<file path="src/rtl/tagguard_pkg.sv">
// Shared operation codes and helpers for the granule tag guard.
package tagguard_pkg;

    typedef enum logic [2:0] {
        OP_IDLE  = 3'd0,
        OP_LOAD  = 3'd1,
        OP_STORE = 3'd2,
        OP_TSET  = 3'd3,
        OP_TSET2 = 3'd4,
        OP_TGET  = 3'd5
    } tg_op_e;

    // True for operations that are checked against the stored tag.
    function automatic logic is_access(input tg_op_e op);
        return (op == OP_LOAD) || (op == OP_STORE);
    endfunction

    // True for tag-maintenance commands.
    function automatic logic is_tag_cmd(input tg_op_e op);
        return (op == OP_TSET) || (op == OP_TSET2) || (op == OP_TGET);
    endfunction

endpackage

</file>
<file path="src/rtl/tg_index.sv">
// Granule index generation.
// Computes the checked-access index straight from the pointer, and the
// command index as pointer granule plus a sign-extended immediate.
// Assumes only the low IDX_W bits of the granule number select an entry,
// so higher address bits alias.
module tg_index #(
    parameter int GRAN_SHIFT = 4,
    parameter int IDX_W      = 8,
    parameter int IMM_W      = 9
) (
    input  logic [63:0]      ptr,
    input  logic [IMM_W-1:0] imm,
    output logic [IDX_W-1:0] chk_idx,
    output logic [IDX_W-1:0] cmd_idx,
    output logic [IDX_W-1:0] cmd_idx_nx
);
    localparam int EXT_W = IMM_W + IDX_W;

    logic [EXT_W-1:0] imm_ext;
    logic             unused_ptr_bits;

    // Sign-extend the immediate so truncation keeps modular arithmetic.
    always_comb imm_ext = {{IDX_W{imm[IMM_W-1]}}, imm};

    // Form the three indices used by the guard.
    always_comb begin
        chk_idx    = ptr[GRAN_SHIFT +: IDX_W];
        cmd_idx    = ptr[GRAN_SHIFT +: IDX_W] + imm_ext[IDX_W-1:0];
        cmd_idx_nx = cmd_idx + IDX_W'(1);
    end

    assign unused_ptr_bits = ^{ptr[63:GRAN_SHIFT+IDX_W], ptr[GRAN_SHIFT-1:0],
                               imm_ext[EXT_W-1:IDX_W]};
endmodule

</file>
<file path="src/rtl/tg_store.sv">
// Allocation tag storage: one TAG_W-bit register per granule.
// Two write selects share one write tag (for double tag-set); one read port.
// Assumes the two write indices differ when both are enabled.
module tg_store #(
    parameter int TAG_W = 4,
    parameter int IDX_W = 8
) (
    input  logic             clk,
    input  logic             rst_n,
    input  logic             wr_en,
    input  logic             wr2_en,
    input  logic [IDX_W-1:0] wr_idx,
    input  logic [IDX_W-1:0] wr2_idx,
    input  logic [TAG_W-1:0] wr_tag,
    input  logic [IDX_W-1:0] rd_idx,
    output logic [TAG_W-1:0] rd_tag
);
    localparam int DEPTH = 1 << IDX_W;

    logic [DEPTH*TAG_W-1:0] flat;

    for (genvar g = 0; g < DEPTH; g++) begin : g_ent
        logic [TAG_W-1:0] q;
        logic             hit;

        // Decide whether this entry is written this cycle.
        always_comb hit = (wr_en && (wr_idx == IDX_W'(g))) ||
                          (wr2_en && (wr2_idx == IDX_W'(g)));

        // Hold the entry's tag; reset to zero.
        always_ff @(posedge clk) begin
            if (!rst_n)   q <= '0;
            else if (hit) q <= wr_tag;
        end

        assign flat[g*TAG_W +: TAG_W] = q;
    end

    // Read mux for the addressed granule.
    always_comb rd_tag = flat[rd_idx*TAG_W +: TAG_W];
endmodule

</file>
<file path="src/rtl/tg_sticky.sv">
// Per-level sticky failure bits.
// A set request wins over a software write to the same level.
module tg_sticky #(
    parameter int NUM_EL = 4,
    parameter int EL_W   = 2
) (
    input  logic              clk,
    input  logic              rst_n,
    input  logic              set_en,
    input  logic [EL_W-1:0]   set_el,
    input  logic              wr_en,
    input  logic [EL_W-1:0]   wr_el,
    input  logic              wr_val,
    output logic [NUM_EL-1:0] status
);
    for (genvar e = 0; e < NUM_EL; e++) begin : g_lvl
        // Update one level's bit: failure first, then software write.
        always_ff @(posedge clk) begin
            if (!rst_n)
                status[e] <= 1'b0;
            else if (set_en && (set_el == EL_W'(e)))
                status[e] <= 1'b1;
            else if (wr_en && (wr_el == EL_W'(e)))
                status[e] <= wr_val;
        end
    end
endmodule

</file>
<file path="src/rtl/tag_guard.sv">
// Granule tag guard top.
// Decodes one request per cycle, checks loads and stores against the stored
// granule tag, runs tag-set / double tag-set / tag-get commands, and
// registers the response one cycle later. Assumes the key sits at
// bits TAG_LSB+TAG_W-1:TAG_LSB of the pointer.
module tag_guard
    import tagguard_pkg::*;
#(
    parameter int TAG_W      = 4,
    parameter int TAG_LSB    = 56,
    parameter int GRAN_SHIFT = 4,
    parameter int IDX_W      = 8,
    parameter int IMM_W      = 9,
    parameter int NUM_EL     = 4,
    parameter int EL_W       = $clog2(NUM_EL)
) (
    input  logic              clk,
    input  logic              rst_n,
    input  logic              req_valid,
    input  logic [2:0]        req_op,
    input  logic [63:0]       req_ptr,
    input  logic [IMM_W-1:0]  req_imm,
    input  logic [63:0]       req_dst,
    input  logic [EL_W-1:0]   req_el,
    input  logic              req_precise,
    input  logic              override_chk,
    input  logic              stat_wr_en,
    input  logic [EL_W-1:0]   stat_wr_el,
    input  logic              stat_wr_val,
    output logic              rsp_valid,
    output logic              rsp_fail,
    output logic [63:0]       rsp_data,
    output logic [NUM_EL-1:0] fail_status
);
    tg_op_e           op;
    logic [IDX_W-1:0] chk_idx, cmd_idx, cmd_idx_nx, rd_idx;
    logic [TAG_W-1:0] ptr_tag, rd_tag;
    logic             access, wr_en, wr2_en, fail_now, imprecise_set;
    logic [63:0]      data_now;

    // Decode the request.
    always_comb begin
        op      = tg_op_e'(req_op);
        access  = req_valid && is_access(op);
        ptr_tag = req_ptr[TAG_LSB +: TAG_W];
        wr_en   = req_valid && ((op == OP_TSET) || (op == OP_TSET2));
        wr2_en  = req_valid && (op == OP_TSET2);
        rd_idx  = access ? chk_idx : cmd_idx;
    end

    tg_index #(
        .GRAN_SHIFT(GRAN_SHIFT),
        .IDX_W     (IDX_W),
        .IMM_W     (IMM_W)
    ) u_index (
        .ptr       (req_ptr),
        .imm       (req_imm),
        .chk_idx   (chk_idx),
        .cmd_idx   (cmd_idx),
        .cmd_idx_nx(cmd_idx_nx)
    );

    tg_store #(
        .TAG_W(TAG_W),
        .IDX_W(IDX_W)
    ) u_store (
        .clk    (clk),
        .rst_n  (rst_n),
        .wr_en  (wr_en),
        .wr2_en (wr2_en),
        .wr_idx (cmd_idx),
        .wr2_idx(cmd_idx_nx),
        .wr_tag (ptr_tag),
        .rd_idx (rd_idx),
        .rd_tag (rd_tag)
    );

    // Compare key and stored tag; merge the tag for tag-get.
    always_comb begin
        fail_now      = access && !override_chk && (ptr_tag != rd_tag);
        imprecise_set = fail_now && !req_precise;
        data_now      = '0;
        if (req_valid && (op == OP_TGET)) begin
            data_now                       = req_dst;
            data_now[TAG_LSB +: TAG_W]     = rd_tag;
        end
    end

    // Register the response one cycle after the request.
    always_ff @(posedge clk) begin
        if (!rst_n) begin
            rsp_valid <= 1'b0;
            rsp_fail  <= 1'b0;
            rsp_data  <= '0;
        end else begin
            rsp_valid <= req_valid;
            rsp_fail  <= fail_now;
            rsp_data  <= data_now;
        end
    end

    tg_sticky #(
        .NUM_EL(NUM_EL),
        .EL_W  (EL_W)
    ) u_sticky (
        .clk   (clk),
        .rst_n (rst_n),
        .set_en(imprecise_set),
        .set_el(req_el),
        .wr_en (stat_wr_en),
        .wr_el (stat_wr_el),
        .wr_val(stat_wr_val),
        .status(fail_status)
    );
endmodule

</file>
<file path="config.mk">
export PLATFORM = sky130hd
export DESIGN_NAME = tag_guard
export DESIGN_NICKNAME = d
export VERILOG_FILES = /design/src/rtl/tagguard_pkg.sv /design/src/rtl/tg_index.sv /design/src/rtl/tg_store.sv /design/src/rtl/tg_sticky.sv /design/src/rtl/tag_guard.sv
export SDC_FILE = /design/constraint.sdc
export NUM_CORES = 2
export LEC_CHECK = 0
export ABC_AREA = 1
export BUFFER_PORTS_ARGS = -buffer_cell sky130_fd_sc_hd__buf_2
export CORE_UTILIZATION = 60
export CTS_CLUSTER_DIAMETER = 120
export CTS_CLUSTER_SIZE = 10
export DETAILED_ROUTE_END_ITERATION = 8
export PLACE_DENSITY = 0.77
export SYNTH_ARGS = -nofsm -noshare
export SYNTH_HDL_FRONTEND = slang
export SYNTH_SLANG_ARGS = --single-unit
export TNS_END_PERCENT = 100
</file>
<file path="constraint.sdc">
create_clock -name clk -period 5.9 [get_ports clk]
set_input_delay 0 -clock clk [delete_from_list [all_inputs] [get_ports clk]]
set_output_delay 0 -clock clk [all_outputs]
set_load 0.01 [all_outputs]
</file>
## Word level (Yosys, flattened, before mapping)

Index checks and enable logic that the tools add are counted.

- Reductions and logical operators: 796
- Equal/unequal tests: 522
- Mux-type cells: 9
- Shift operators: 1
- Add/sub/neg operators: 2

Operator list:

| cell | number |
|---|---|
| 8-bit == test, second input constant | 256 |
| 8-bit by 7-bit == test with 1-bit output, second input constant | 128 |
| 1024-bit by 11-bit indexed part select with 4-bit output | 1 |
| 1-bit logical AND | 527 |
| 8-bit by 6-bit == test with 1-bit output, second input constant | 64 |
| 1-bit logical OR | 258 |
| 8-bit by 5-bit == test with 1-bit output, second input constant | 32 |
| 8-bit by 4-bit == test with 1-bit output, second input constant | 16 |
| 8-bit by 3-bit == test with 1-bit output, second input constant | 8 |
| 8-bit by 2-bit == test with 1-bit output, second input constant | 4 |
| 8-bit by 1-bit == test with 1-bit output, second input constant | 2 |
| 8-bit zero test | 2 |
| 8-bit by 1-bit adder with 8-bit output, second input constant | 1 |
| 8-bit adder | 1 |
| 2-bit == test, second input constant | 4 |
| 1-bit 2-to-1 mux | 8 |
| 8-bit 2-to-1 mux | 1 |
| 2-bit nonzero test | 4 |
| 3-bit by 2-bit == test with 1-bit output, second input constant | 2 |
| 3-bit == test, second input constant | 2 |
| 2-bit by 1-bit == test with 1-bit output, second input constant | 2 |
| 2-bit zero test | 2 |
| 4-bit inequality test | 1 |
| 3-bit by 1-bit == test with 1-bit output, second input constant | 1 |
| 2 further kinds | 3 |

- Input bits: 151
- Flip-flop bits (word level): 1094

## Longest topological paths before layout

- Word-level depth: 10
- Mapped depth: 23
- Mapped depth without buffers: 21

## Cells and area by module

A second synthesis with hierarchy kept.

- Cells, all modules: 7900
- Area total of the unflattened synthesis: 52540.4 µm²

By module, submodules not included:

| module | sequential area each (µm²) | cells an instance | instances | area each (µm²) |
|---|---|---|---|---|
| tg_store | 20499.7 | 7501 | 1 | 49563.8 |
| tag_guard | 1321.3 | 261 | 1 | 2143.3 |
| tg_index | 0.0 | 100 | 1 | 599.3 |
| tg_sticky | 80.1 | 38 | 1 | 234.0 |

## Worst setup path before layout

No wires, ideal clock.

- Path type: input port to flip-flop
- From: input req_ptr[4]
- To: register u_sticky.status[0]
- Data arrival time: 2.555 ns
- Setup slack: 3.213 ns
- Buffers on the path: 0
- Stages: 20
- Cell sequence: ha_1 -> fa_1 -> nand3_1 -> nand3_1 -> a21o_1 -> a21oi_2 -> xor2_1 -> inv_1 -> nand2_1 -> o21ai_1 -> inv_1 -> nand3_1 -> nand3_1 -> nand2_1 -> nand2_1 -> nand2_1 -> nor2_1 -> nand2_2 -> nand4_1 -> a21oi_1

- Longest elaborated chain between the ends: 8

Ends and longest elaborated chain:

| item | RTL line | text |
|---|---|---|
| start: declaration | tag_guard.sv:21 | `input logic [63:0] req_ptr,` |
| 8-bit adder | tg_index.sv:28 | `cmd_idx = ptr[GRAN_SHIFT +: IDX_W] + imm_ext[IDX_W-1:0];` |
| 8-bit 2-to-1 mux * | tag_guard.sv:48 | `rd_idx = access ? chk_idx : cmd_idx;` |
| 1024-bit by 11-bit indexed part select with 4-bit output * | tg_store.sv:40 | `always_comb rd_tag = flat[rd_idx*TAG_W +: TAG_W];` |
| 4-bit inequality test * | tag_guard.sv:80 | `fail_now = access && !override_chk && (ptr_tag != rd_tag);` |
| 1-bit logical AND * | tag_guard.sv:80 |  |
| 1-bit logical AND * | tag_guard.sv:81 | `imprecise_set = fail_now && !req_precise;` |
| 1-bit logical AND * | tg_sticky.sv:21 | `else if (set_en && (set_el == EL_W'(e)))` |
| 1-bit 2-to-1 mux / 2-bit nonzero test (equally long branches) | n/a |  |
| end signal: indexed assignment | tg_sticky.sv:24 | `status[e] <= wr_val;` |
| end: declaration | tg_sticky.sv:14 | `output logic [NUM_EL-1:0] status` |

Mark *: on every way between the ends. The rest lies on a longest branch, timed or not.
A chain may end at the register's enable or synchronous reset.

## Worst setup path after layout

- From: input req_op[2]
- To: register u_sticky.status[2]

- Longest elaborated chain between the ends: 10

Ends and longest elaborated chain:

| item | RTL line | text |
|---|---|---|
| start: declaration | tag_guard.sv:20 | `input logic [2:0] req_op,` |
| 3-bit by 1-bit == test with 1-bit output / 3-bit by 2-bit == test with 1-bit output (equally long branches) | tagguard_pkg.sv:15 | `return (op == OP_LOAD) \|\| (op == OP_STORE);` |
| 1-bit logical OR * | tagguard_pkg.sv:15 |  |
| 1-bit logical AND * | tag_guard.sv:44 | `access = req_valid && is_access(op);` |
| 8-bit 2-to-1 mux | tag_guard.sv:48 |  |
| 1024-bit by 11-bit indexed part select with 4-bit output | tg_store.sv:40 |  |
| 4-bit inequality test | tag_guard.sv:80 |  |
| 1-bit logical AND * | tag_guard.sv:80 |  |
| 1-bit logical AND * | tag_guard.sv:81 |  |
| 1-bit logical AND * | tg_sticky.sv:21 |  |
| 1-bit 2-to-1 mux / 2-bit nonzero test (equally long branches) | n/a |  |

Marks and branches as above.

==> results.md <==
- Status: finished clean
- Relative slew slack: 0.0612
- Leakage dissipation: a little over 20 nW
- DR iter-0 viols: approximately 7600
- R2R setup slack: ~2.3 ns
- Most used cell, CP: nand3_1
- Seq/Total Area, Yosys: 0.432
- Design Power: 0.0169 W
- Cell Pwr Density: around 300 nW/um^2
- Vias in the first global route: roughly 48000
- Power share of the combinational group: 0.175
- P&R area growth vs syn: 9.56%
- Post-synth EDFFs: 0
- Nets: around 7500
- Drt first pass iters: 7
- Switch Pwr: roughly 0.0052 W
- Vias/cell: roughly 6.2
- Slew @ Worst Pin: approximately 1.4 ns
- Commonest cells post-synth: nand2_1, nand3_1, dfxtp_1
- Critical path's slowest cell: dlygate4sd3_1
- # IOs: 221
- Largest family of logic cells by synthesized area: simple AND/OR/NAND/NOR gates
- CP endpoint: u_sticky.status[2]$_SDFFE_PN0P_
- Flop pwr share: 0.440
- CP max FO: 123
- Max_cap viols: 0
- Htree depth: 3
- Fill cells: ~7400
- First-pass GRT wire length: 272 mm
- Synth Area in Compound Gates: 0.174
- Clk_skew: approximately 0.018 ns
- CTS tree: built
- Grt ovf: 0
- Clk slew on worst S/H paths: 0.06 ns
- Cells after synthesis: approximately 7400
- Row count: around 110
- CP Cell Sequence: dlygate4sd3_1 > buf_2 > nor2_4 > nand3_4 > nand2_2 > nand2_8 > buf_12 > nand2_1 > nand3_1 > nand3_1 > nand3_1 > nand3_1 > nand3_1 > nand3_1 > nand3_1 > nand2_1 > nand2_1 > nand2_1 > nor2_1 > nand2_2 > nand4_1 > dlygate4sd3_1 > a21oi_1 > dlygate4sd3_1
- Antenna-violating nets left: 0
- WL/cell: approximately 21 um
- Crit Path Class: primary input to register
- # setup viols final: 0
- Port bufs: between 150 and 200
- Reg-to-reg critical path startpoint: u_store.g_ent[84].q[0]$_SDFFE_PN0P_
- CTS max path bufs: 3
- Post-synth ARST share: 0
- GP Congestion: roughly 1
- GRT Resource Usage Total: 0.402
- Dominant synthesized flop cell: dfxtp_1
- Top-count cell post-synth: nand2_1
- Share of cells above drive strength 1: 0.0703
- R2R depth: 17
- Clk_lat worst skew: 0.72 ns
- Reg2reg end: u_sticky.status[2]$_SDFFE_PN0P_
- Crit-path max cell delay: around 0.58 ns
- Clk sinks: 1094
- Cell-internal power: around 0.012 W
- Clk pwr share: 0.386
- Highest Clock Rate: approximately 190 MHz
- Initial Util: 0.606
- Routed WL: 178 mm
- Fin util: 0.664
- Syn_nets: ~7600
- TritonCTS buffer count: 119
- Synthesized flop and latch total: about 1100
- Critical path launch point type: primary input
- Tmin final: around 5.2 ns
- Die area: between 80000 and 90000 sq um
- Post-synthesis mux area share: 0.000789
- Hold Path Class: primary input to register
- Synth Cell Area: between 50000 and 60000 sq um
- Syn Area/Cell: about 6.8 sq um
- Placed cell count: a little over 8000
- Crit path DAT: a little under 6 ns
- # Post-CTS Setup Buffers: 0
- Crit path required time: between 6 and 7 ns
- Critical Path Start: req_op[2]
- Via count: around 52000
- Largest net degree at the start of global routing: roughly 230
- Sw Ratio: 0.306
- DRC Markers: 0
- Fin Setup TNS: 0 ns
- Non-Filler Instances: 8477
- Synth area leaders: dfxtp_1, nand2_1, nand3_1, a21oi_1, o21ai_0
- Post-DP HPWL: ~100 mm
- Synth Area in Adders: 0.00212
- Area leader, netlist: dfxtp_1
- RSZ-0062 raised after global routing: false
- Peak supply drop: 0.000259 V
- Library cells used by synthesis: 43
- Die width: slightly below 300 um
- Fin. max-slew vios: 0
- Period utilization: 0.880
- Core area: ~84000 sq um
- Final hold vios: 0
- Die H: between 200 and 300 um
- Synth Area in XOR/XNOR: 0.00138
- CP Capture Type: register
- Clock Tree Root: clkbuf_16
- Antenna violations before repair: 3
- Syn. warnings: 0
- Yosys top cell area share: 0.432
- Simple-gate share of the synthesized area: 0.322
==> power groups by stage <==
stage | logic, W | registers [W] | clock network [W]
after floorplan | 0.00182 | 0.00758 | 0
after global placement | 0.00274 | 0.00758 | 0
after detailed placement | 0.00276 | 0.00758 | 0
after CTS | 0.00281 | 0.00742 | 0.00651
after global routing | 0.00306 | 0.00742 | 0.00680
final | 0.00295 | 0.00742 | 0.00651
==> cell usage in the layout (no fill, tap or decap), types with 27 or more instances in the layout <==
cell type / netlist / layout
nor2_1: 138 / 128
nand3_1: 1314 / 1314
clkbuf_16: 0 / 121
nor2_2: 18 / 27
buf_2: 194 / 158
buf_4: 16 / 70
dlygate4sd3_1: 0 / 79
inv_1: 264 / 263
o21ai_0: 386 / 386
a21oi_1: 1034 / 1034
o21ai_1: 85 / 81
nand2_1: 2344 / 2342
a22o_1: 64 / 64
dfxtp_1: 1094 / 1094
==> timing repair <==
item / CTS / global route
hold buffers: 79 / 0
endpoints found under the hold margin: 378 / 0
gates resized for setup: 0 / 0
==> layout make-up <==
| cell class | count | area [sq um] | area share |
|---|---|---|---|
| Inverter | 296 | 1140 | 0.0205 |
| Antenna cell | 1 | 2.50 | 0.0000450 |
| Clock buffer | 121 | 3030 | 0.0545 |
| Clock inverter | 6 | 86.3 | 0.00155 |
| Multi-Input combinational cell | 5496 | 25500 | 0.459 |
| Timing Repair Buffer | 329 | 2510 | 0.0451 |
| Tap cell | 1134 | 1420 | 0.0255 |
| Sequential cell | 1094 | 21900 | 0.394 |
==> worst max-delay path, delay by kind of cell <==
| kind | cells | cell delay, ns |
|---|---|---|
| simple gates | 18 | 3.30 |
| buf+inv | 5 | 2.31 |
| compound gates | 1 | 0.12 |
==> kinds of logic after synthesis <==
family / Yosys count
AO/OA/AOI/OAI: 1626
adder cells (fa/ha/maj): 8
multiplexers: 4
buffers and inverters: 834
flip-flops: 1094
XOR/XNOR: 5
AND/OR/NAND/NOR: 3853
==> registers in the layout, indices dropped and copies added, names as in the netlist <==
name,flops
u_store.g_ent.q,1024
rsp_data,64
u_sticky.status,4
rsp_fail,1
rsp_valid,1
==> metal layers <==
| layer | up-vias | wire length, um | GRT usage |
|---|---|---|---|
| li1 | 24500 | - | - |
| met1 | 24100 | 69700 | 0.531 |
| met2 | 3151 | 75200 | 0.598 |
| met3 | 574 | 22100 | 0.0990 |
| met4 | 4 | 10600 | 0.232 |
| met5 | - | 28 | 0 |
==> how the worst min path moves through the flow <==
stage,from,endpoint,depth (start not counted)
final,req_dst[3],rsp_data[3]$_SDFF_PN0_,4
after global routing,req_dst[35],rsp_data[35]$_SDFF_PN0_,4
after CTS,req_dst[8],rsp_data[8]$_SDFF_PN0_,4
after detailed placement,req_dst[2],rsp_data[2]$_SDFF_PN0_,3
after global placement,req_dst[19],rsp_data[19]$_SDFF_PN0_,3
after floorplan,req_valid,rsp_valid$_SDFF_PN0_,2
==> stage by stage <==
step | setup slack (ns) | area [sq um] | hold WS [ns]
after global placement | 1.83 | 51700 | 0.213
after detailed placement | 1.81 | 51700 | 0.218
after global routing | 0.521 | 55600 | 0.0593
after floorplan | 3.21 | 50700 | 0.111
final | 0.707 | 55600 | 0.0478
after CTS | 0.966 | 55600 | 0.0327
Power figures use the tool's default switching activity.
